`config.mk`:
```
export PLATFORM = sky130hd
export DESIGN_NAME = uart_os_rx
export DESIGN_NICKNAME = d
export VERILOG_FILES = /design/src/rtl/uart_os_rx_pkg.sv /design/src/rtl/uart_os_sync.sv /design/src/rtl/uart_os_bitpos.sv /design/src/rtl/uart_os_vote.sv /design/src/rtl/uart_os_rx.sv
export SDC_FILE = /design/constraint.sdc
export NUM_CORES = 1
export LEC_CHECK = 0
export BUFFER_PORTS_ARGS = -buffer_cell sky130_fd_sc_hd__buf_2
export CORE_ASPECT_RATIO = 0.5
export CORE_MARGIN = 2
export CORE_UTILIZATION = 53
export DETAILED_ROUTE_END_ITERATION = 10
export GPL_TIMING_DRIVEN = 1
export HOLD_SLACK_MARGIN = 0.1
export PLACE_DENSITY = 0.75
export SYNTH_ARGS = -nofsm -noshare
export SYNTH_HDL_FRONTEND = slang
export SYNTH_SLANG_ARGS = --single-unit
```
`constraint.sdc`:
```
create_clock -name clk -period 1.25 [get_ports clk]
set_input_delay 0.1875 -clock clk [delete_from_list [all_inputs] [get_ports clk]]
set_output_delay 0.1875 -clock clk [all_outputs]
set_load 0.005 [all_outputs]
```
`src/rtl/uart_os_rx_pkg.sv`:
```
package uart_os_rx_pkg;

  typedef enum logic [1:0] {
    OS_X16 = 2'd0,
    OS_X8  = 2'd1,
    OS_X6  = 2'd2,
    OS_X4  = 2'd3
  } os_mode_e;

  typedef enum logic [1:0] {
    RX_IDLE = 2'd0,
    RX_RUN  = 2'd1,
    RX_HOLD = 2'd2
  } rx_state_e;

  localparam int POS_W = 5;

  // slots per bit
  function automatic logic [POS_W-1:0] bit_len(os_mode_e m);
    case (m)
      OS_X16:  return POS_W'(16);
      OS_X8:   return POS_W'(8);
      OS_X6:   return POS_W'(6);
      default: return POS_W'(4);
    endcase
  endfunction

  // first sample slot
  function automatic logic [POS_W-1:0] first_pos(os_mode_e m);
    case (m)
      OS_X16:  return POS_W'(8);
      OS_X8:   return POS_W'(4);
      default: return POS_W'(3);
    endcase
  endfunction

  // slot where the bit is decided
  function automatic logic [POS_W-1:0] last_pos(os_mode_e m);
    case (m)
      OS_X16:  return POS_W'(10);
      OS_X8:   return POS_W'(6);
      OS_X6:   return POS_W'(5);
      default: return POS_W'(3);
    endcase
  endfunction

endpackage

```
`src/rtl/uart_os_sync.sv`:
```
module uart_os_sync #(
  parameter int STAGES = 2
) (
  input  logic clk,
  input  logic rst_n,
  input  logic d_i,
  output logic q_o
);
  logic [STAGES-1:0] ff_q;
  logic [STAGES-1:0] ff_d;

  generate
    if (STAGES == 1) begin : g_one
      assign ff_d = d_i;
    end else begin : g_chain
      assign ff_d = {ff_q[STAGES-2:0], d_i};
    end
  endgenerate

  always_ff @(posedge clk or negedge rst_n) begin
    if (!rst_n) ff_q <= '1;
    else        ff_q <= ff_d;
  end

  assign q_o = ff_q[STAGES-1];
endmodule

```
`src/rtl/uart_os_bitpos.sv`:
```
module uart_os_bitpos
  import uart_os_rx_pkg::*;
(
  input  logic     clk,
  input  logic     rst_n,
  input  logic     clr_i,
  input  logic     run_i,
  input  logic     tick_i,
  input  os_mode_e mode_i,
  output logic     samp_o,
  output logic     dec_o
);
  logic [POS_W-1:0] pos_q, pos_d;
  logic             adv;

  assign adv = run_i & tick_i;

  always_comb begin
    pos_d = pos_q;
    if (clr_i)
      pos_d = '0;
    else if (adv)
      pos_d = (pos_q == bit_len(mode_i)) ? POS_W'(1) : pos_q + POS_W'(1);
  end

  always_ff @(posedge clk or negedge rst_n) begin
    if (!rst_n) pos_q <= '0;
    else        pos_q <= pos_d;
  end

  assign samp_o = adv && (pos_d >= first_pos(mode_i)) && (pos_d <= last_pos(mode_i));
  assign dec_o  = adv && (pos_d == last_pos(mode_i));
endmodule

```
`src/rtl/uart_os_vote.sv`:
```
module uart_os_vote (
  input  logic clk,
  input  logic rst_n,
  input  logic samp_i,
  input  logic single_i,
  input  logic rx_i,
  output logic bit_o
);
  logic [1:0] hist_q, hist_d;

  always_comb begin
    hist_d = hist_q;
    if (samp_i) hist_d = {hist_q[0], rx_i};
  end

  always_ff @(posedge clk or negedge rst_n) begin
    if (!rst_n) hist_q <= '1;
    else        hist_q <= hist_d;
  end

  // third sample is the live line value in the deciding cycle
  assign bit_o = single_i ? rx_i
               : (hist_q[1] & hist_q[0]) | (hist_q[1] & rx_i) | (hist_q[0] & rx_i);
endmodule

```
`src/rtl/uart_os_rx.sv`:
```
module uart_os_rx
  import uart_os_rx_pkg::*;
#(
  parameter int DATA_W      = 8,
  parameter int SYNC_STAGES = 2
) (
  input  logic              clk,
  input  logic              rst_n,
  input  logic              rx_i,
  input  logic              tick_i,
  input  logic [1:0]        mode_i,
  input  logic              two_stop_i,
  output logic [DATA_W-1:0] data_o,
  output logic              valid_o,
  output logic              frm_err_o
);
  localparam int IDX_W      = $clog2(DATA_W + 3);
  localparam int FIRST_STOP = DATA_W + 1;

  logic [1:0]        rst_sync_q;
  logic              rst_core_n;
  logic              rx_s, rx_prev_q;
  logic              start_edge, samp, dec, vbit, run;
  rx_state_e         st_q, st_d;
  logic [IDX_W-1:0]  idx_q, idx_d;
  logic [DATA_W-1:0] shr_q, shr_d, data_q, data_d;
  os_mode_e          mode_q, mode_d;
  logic              two_q, two_d, valid_q, valid_d, ferr_q, ferr_d;

  // reset: asserted at once, released on the clock
  always_ff @(posedge clk or negedge rst_n) begin
    if (!rst_n) rst_sync_q <= 2'b00;
    else        rst_sync_q <= {rst_sync_q[0], 1'b1};
  end
  assign rst_core_n = rst_sync_q[1];

  uart_os_sync #(.STAGES(SYNC_STAGES)) u_sync (
    .clk(clk), .rst_n(rst_core_n), .d_i(rx_i), .q_o(rx_s)
  );

  always_ff @(posedge clk or negedge rst_core_n) begin
    if (!rst_core_n) rx_prev_q <= 1'b1;
    else             rx_prev_q <= rx_s;
  end

  assign run        = (st_q == RX_RUN);
  assign start_edge = (st_q == RX_IDLE) && rx_prev_q && !rx_s;

  uart_os_bitpos u_pos (
    .clk(clk), .rst_n(rst_core_n), .clr_i(start_edge), .run_i(run),
    .tick_i(tick_i), .mode_i(mode_q), .samp_o(samp), .dec_o(dec)
  );

  uart_os_vote u_vote (
    .clk(clk), .rst_n(rst_core_n), .samp_i(samp),
    .single_i(mode_q == OS_X4), .rx_i(rx_s), .bit_o(vbit)
  );

  always_comb begin
    st_d    = st_q;
    idx_d   = idx_q;
    shr_d   = shr_q;
    mode_d  = mode_q;
    two_d   = two_q;
    data_d  = data_q;
    valid_d = 1'b0;
    ferr_d  = 1'b0;
    case (st_q)
      RX_IDLE: begin
        if (start_edge) begin
          st_d   = RX_RUN;
          idx_d  = '0;
          mode_d = os_mode_e'(mode_i);
          two_d  = two_stop_i;
        end
      end
      RX_RUN: begin
        if (dec) begin
          if (idx_q == '0) begin
            if (vbit) st_d = RX_IDLE;          // false start
            else      idx_d = idx_q + IDX_W'(1);
          end else if (idx_q <= IDX_W'(DATA_W)) begin
            shr_d = {vbit, shr_q[DATA_W-1:1]};
            idx_d = idx_q + IDX_W'(1);
          end else if (!vbit) begin
            st_d    = RX_HOLD;
            valid_d = 1'b1;
            ferr_d  = 1'b1;
            data_d  = shr_q;
          end else if (two_q && (idx_q == IDX_W'(FIRST_STOP))) begin
            idx_d = idx_q + IDX_W'(1);
          end else begin
            st_d    = RX_IDLE;
            valid_d = 1'b1;
            data_d  = shr_q;
          end
        end
      end
      RX_HOLD: begin
        if (rx_s) st_d = RX_IDLE;
      end
      default: st_d = RX_IDLE;
    endcase
  end

  always_ff @(posedge clk or negedge rst_core_n) begin
    if (!rst_core_n) begin
      st_q    <= RX_IDLE;
      idx_q   <= '0;
      shr_q   <= '0;
      mode_q  <= OS_X16;
      two_q   <= 1'b0;
      data_q  <= '0;
      valid_q <= 1'b0;
      ferr_q  <= 1'b0;
    end else begin
      st_q    <= st_d;
      idx_q   <= idx_d;
      shr_q   <= shr_d;
      mode_q  <= mode_d;
      two_q   <= two_d;
      data_q  <= data_d;
      valid_q <= valid_d;
      ferr_q  <= ferr_d;
    end
  end

  assign data_o    = data_q;
  assign valid_o   = valid_q;
  assign frm_err_o = ferr_q;
endmodule

```
==> flow_metrics.tcl <==
set metrics [dict create \
    ys_warn_count 0 \
    startpoint_type "flop" \
    num_antenna_cells 0 \
    seqCellArea_um2 984.7 \
    grt_pass1_wl_mm 7.624 \
    p_int_mw 4.403 \
    ys.flop_type "dfrtp_1" \
    hp-start "mode_i[0]" \
    finalSetupViolCount 31 \
    post-route-period-util_pct 222.7 \
    dp_cells 285 \
    worstRegToRegCells 12 \
    p_seq_share_pct 26.5 \
    multi_input_area_um2 1214 \
    synthToLayoutAreaGrowth_pct 44.53 \
    synthCells 180 \
    syn_nets 204 \
    clock_skew_ps 4.316 \
    vdd_ir_drop_max_mv 1.128 \
    drv_cap 0 \
    initial_core_util_pct 57.43 \
    finalNetCount 277 \
    die_w_um 91.68 \
    slowest_stage "dfrtp_2" \
    holdPathEnd "mode_q[0]" \
    fin_ws_ps -1534 \
    drive_gt1_share_pct 54.33 \
    row_count 15 \
    fp.dieH_um 47.84 \
    synth_area_per_cell_um2 11.32 \
    worstReg2RegStart "mode_q[0]" \
    grt-ovfl-total 0 \
    ios 17 \
    yosysSeqAreaShare_pct 48.22 \
    rsz0062_at_grt "yes" \
    layout_min_cycle_time_ps 2784 \
    grt_pass1_vias 1623 \
    gp_congestion 0.8813 \
    final_cells 305 \
    grt_max_degree 20 \
    synth_seq_cells 39 \
    crit_arrival_ps 2960 \
    tns_ps -38160 \
    root_buffer "clkbuf_8" \
    synth_edf_count 0 \
    path_clk_slew_ps 80 \
    leakage_nw 1.456 \
    p_sw_share_pct 36.21 \
    slowest_delay_ps 460 \
    remaining_drc_errors 0 \
    cts_tree "built" \
    synthesis.area_um2 2037 \
    regToRegEndpoint "idx_q[2]" \
    p_switching_mw 2.500 \
    cp_max_fo 4 \
    first_pass_iters 5 \
    violations "setup timing" \
    dieArea_um2 4385 \
    clockPowerShare_pct 18.0 \
    fillers 174 \
    core_um2 3547 \
    path_class "reg2reg" \
    wl_per_cell_um 15.61 \
    cp.required_ps 1420 \
    ys_types 42 \
    dr.first_iter.drc_count 50 \
    critPathCaptureType "flop" \
    cts_sinks 39 \
    io_buffers 16 \
    cts_made_buffers 5 \
    rrSetupSlack_ps -1530 \
    grt_usage_pct 23.92 \
    hold_violations 0 \
    clk_latency_ps 290 \
    synthArstFlopShare_pct 100.0 \
    wl_mm 4.760 \
    avgViaCountPerCell 5.184 \
    whs_path_depth 3 \
    clockBufferDepth 2 \
    outcome "finished with violations" \
    ant_nets 0 \
    cp_cell_sequence "ha_2 -> or2_4 -> a21oi_4 -> a31o_4 -> nor2_4 -> ha_4 -> nand4_1 -> a31oi_1 -> nand2_1 -> inv_2 -> a31oi_4 -> a221o_1" \
    hpwlAfterDp_mm 3.109 \
    p_per_area_nw_per_um2 2345 \
    finalMaxSlewViolations 0 \
    pwr-share-comb_pct 55.5 \
    vias 1581 \
    antenna_found_initial 0 \
    htreeDepth 2 \
    hp-class "in2reg" \
    fmax_mhz 359.2 \
]
## flip-flops by register name, summed over array words and instances, names as in the netlist
name	flops
u_vote.hist_q	2
rst_sync_q	2
idx_q	4
valid_o	1
shr_q	8
mode_q	2
st_q	2
u_pos.pos_q	5
frm_err_o	1
rx_prev_q	1
u_sync.ff_q	2
data_o	8
two_q	1
## layout by cell type, fill, tap and decap left out, types with 3 or more instances in the layout
master         instances
buf_4                 48
dfrtp_1               32
mux2_2                17
buf_2                 16
inv_1                 11
nand2_1               11
ha_1                  10
ha_4                   6
nor2_1                 5
clkbuf_8               5
dfstp_2                5
o21ai_0                4
xnor2_1                3
or2_4                  3
inv_4                  3
nor2b_1                3
o21ai_2                3
nand4_1                3
nand2b_1               3
a21oi_1                3
a21o_1                 3
mux2_4                 3
dlygate4sd3_1          3
## logic make-up (layout without fill, tap and decap cells)
logic type | Yosys count | count (layout) | share of synthesized area [%]
AO/OA/AOI/OAI | 26 | 26 | 8.477
XOR/XNOR | 6 | 6 | 2.580
adder cells (fa/ha/maj) | 17 | 17 | 10.44
buffers and inverters | 17 | 91 | 3.624
flip-flops | 39 | 39 | 48.22
multiplexers | 21 | 21 | 11.55
other | 1 | 1 | 0.1841
AND/OR/NAND/NOR | 53 | 53 | 14.93
## synth_stat cells (all sizes together) (2+ instances only)
cell type | number | area share (%)
a21o | 3 | 1.1
nand3b | 2 | 0.74
nand2 | 13 | 2.4
dfrtp | 34 | 42
inv | 15 | 2.9
dfstp | 5 | 6.4
nand2b | 5 | 1.9
a31oi | 2 | 0.61
nand3 | 3 | 0.98
nand4 | 4 | 1.5
mux2 | 20 | 11
xor2 | 3 | 1.3
xnor2 | 3 | 1.3
nor2 | 8 | 1.5
nor3b | 2 | 0.74
nor2b | 3 | 0.92
ha | 17 | 10
nor3 | 4 | 1.2
and3 | 2 | 0.61
a21oi | 5 | 1.2
o21ai | 8 | 2.0
or2 | 5 | 1.5
## worst max path at each step
stage	from	to	cells past startpoint
2_1_floorplan	mode_q[0]	u_vote.hist_q[0]	11
3_3_place_gp	mode_q[0]	shr_q[6]	11
3_5_place_dp	mode_q[1]	shr_q[4]	11
4_1_cts	mode_q[0]	idx_q[2]	12
5_1_grt	mode_q[0]	idx_q[2]	13
6_report	mode_q[0]	idx_q[2]	12
## power by group through the flow
| stage | logic (mW) | clock network (mW) | registers (mW) |
|---|---|---|---|
| 3_3_place_gp | 2.90 | 0 | 1.80 |
| 5_1_grt | 4.18 | 1.29 | 1.86 |
| 2_1_floorplan | 1.88 | 0 | 1.84 |
| 6_report | 3.83 | 1.24 | 1.83 |
| 4_1_cts | 3.54 | 1.25 | 1.81 |
| 3_5_place_dp | 3.01 | 0 | 1.82 |
## worst max-delay path: cells and delay by family, from the launching register on
kind                       cells  cell delay (ps)
AOI/OAI and AO/OA              5             1010
adders and majority gates      2              470
buffers and inverters          1              110
and+or+nand+nor                4              610
DFF                            1              460
## area by class of cell
cell class                 instances  area share, %
multi-input combinational        124          41.22
timing repair buffer              68          16.36
sequential                        39          33.45
inverter                          15          2.167
clock buffer                       5          2.337
tap                               51          2.167
clock inverter                     3          2.295
## stage by stage
| step | hold WS [ps] | power (mW) | util (%) | setup WS, ps | cell area (um2) |
|---|---|---|---|---|---|
| 2_1_floorplan | -108.1 | 3.722 | - | -1346 | 2113 |
| 5_1_grt | 123.9 | 7.329 | 83.00 | -1663 | 2944 |
| 4_1_cts | 101.8 | 6.606 | 80.85 | -1478 | 2868 |
| 3_5_place_dp | -23.73 | 4.831 | 71.68 | -1587 | 2542 |
| 3_3_place_gp | -25.42 | 4.705 | 71.68 | -1506 | 2542 |
| 6_report | 109.9 | 6.903 | 83.00 | -1534 | 2944 |
## what timing repair did
item                                    4_1_cts  5_1_grt
pin swaps                                    16        5
hold buffers                                  2        1
cloned                                        0        0
buffers inserted                              5        5
endpoints found under the setup margin       32       34
hold endpoints to repair                      3        1
resized for setup                            23       11
## routing by layer
| metal | global-route usage (%) | up-vias | part of all wire, % |
|---|---|---|---|
| met4 | 11.21 | 0 | 2.4 |
| li1 | - | 772 | - |
| met5 | 0 | - | 0 |
| met3 | 5.984 | 14 | 3.6 |
| met1 | 28.83 | 758 | 46 |
| met2 | 43.09 | 37 | 48 |
Note: power is estimated with default switching activity, not from simulation.
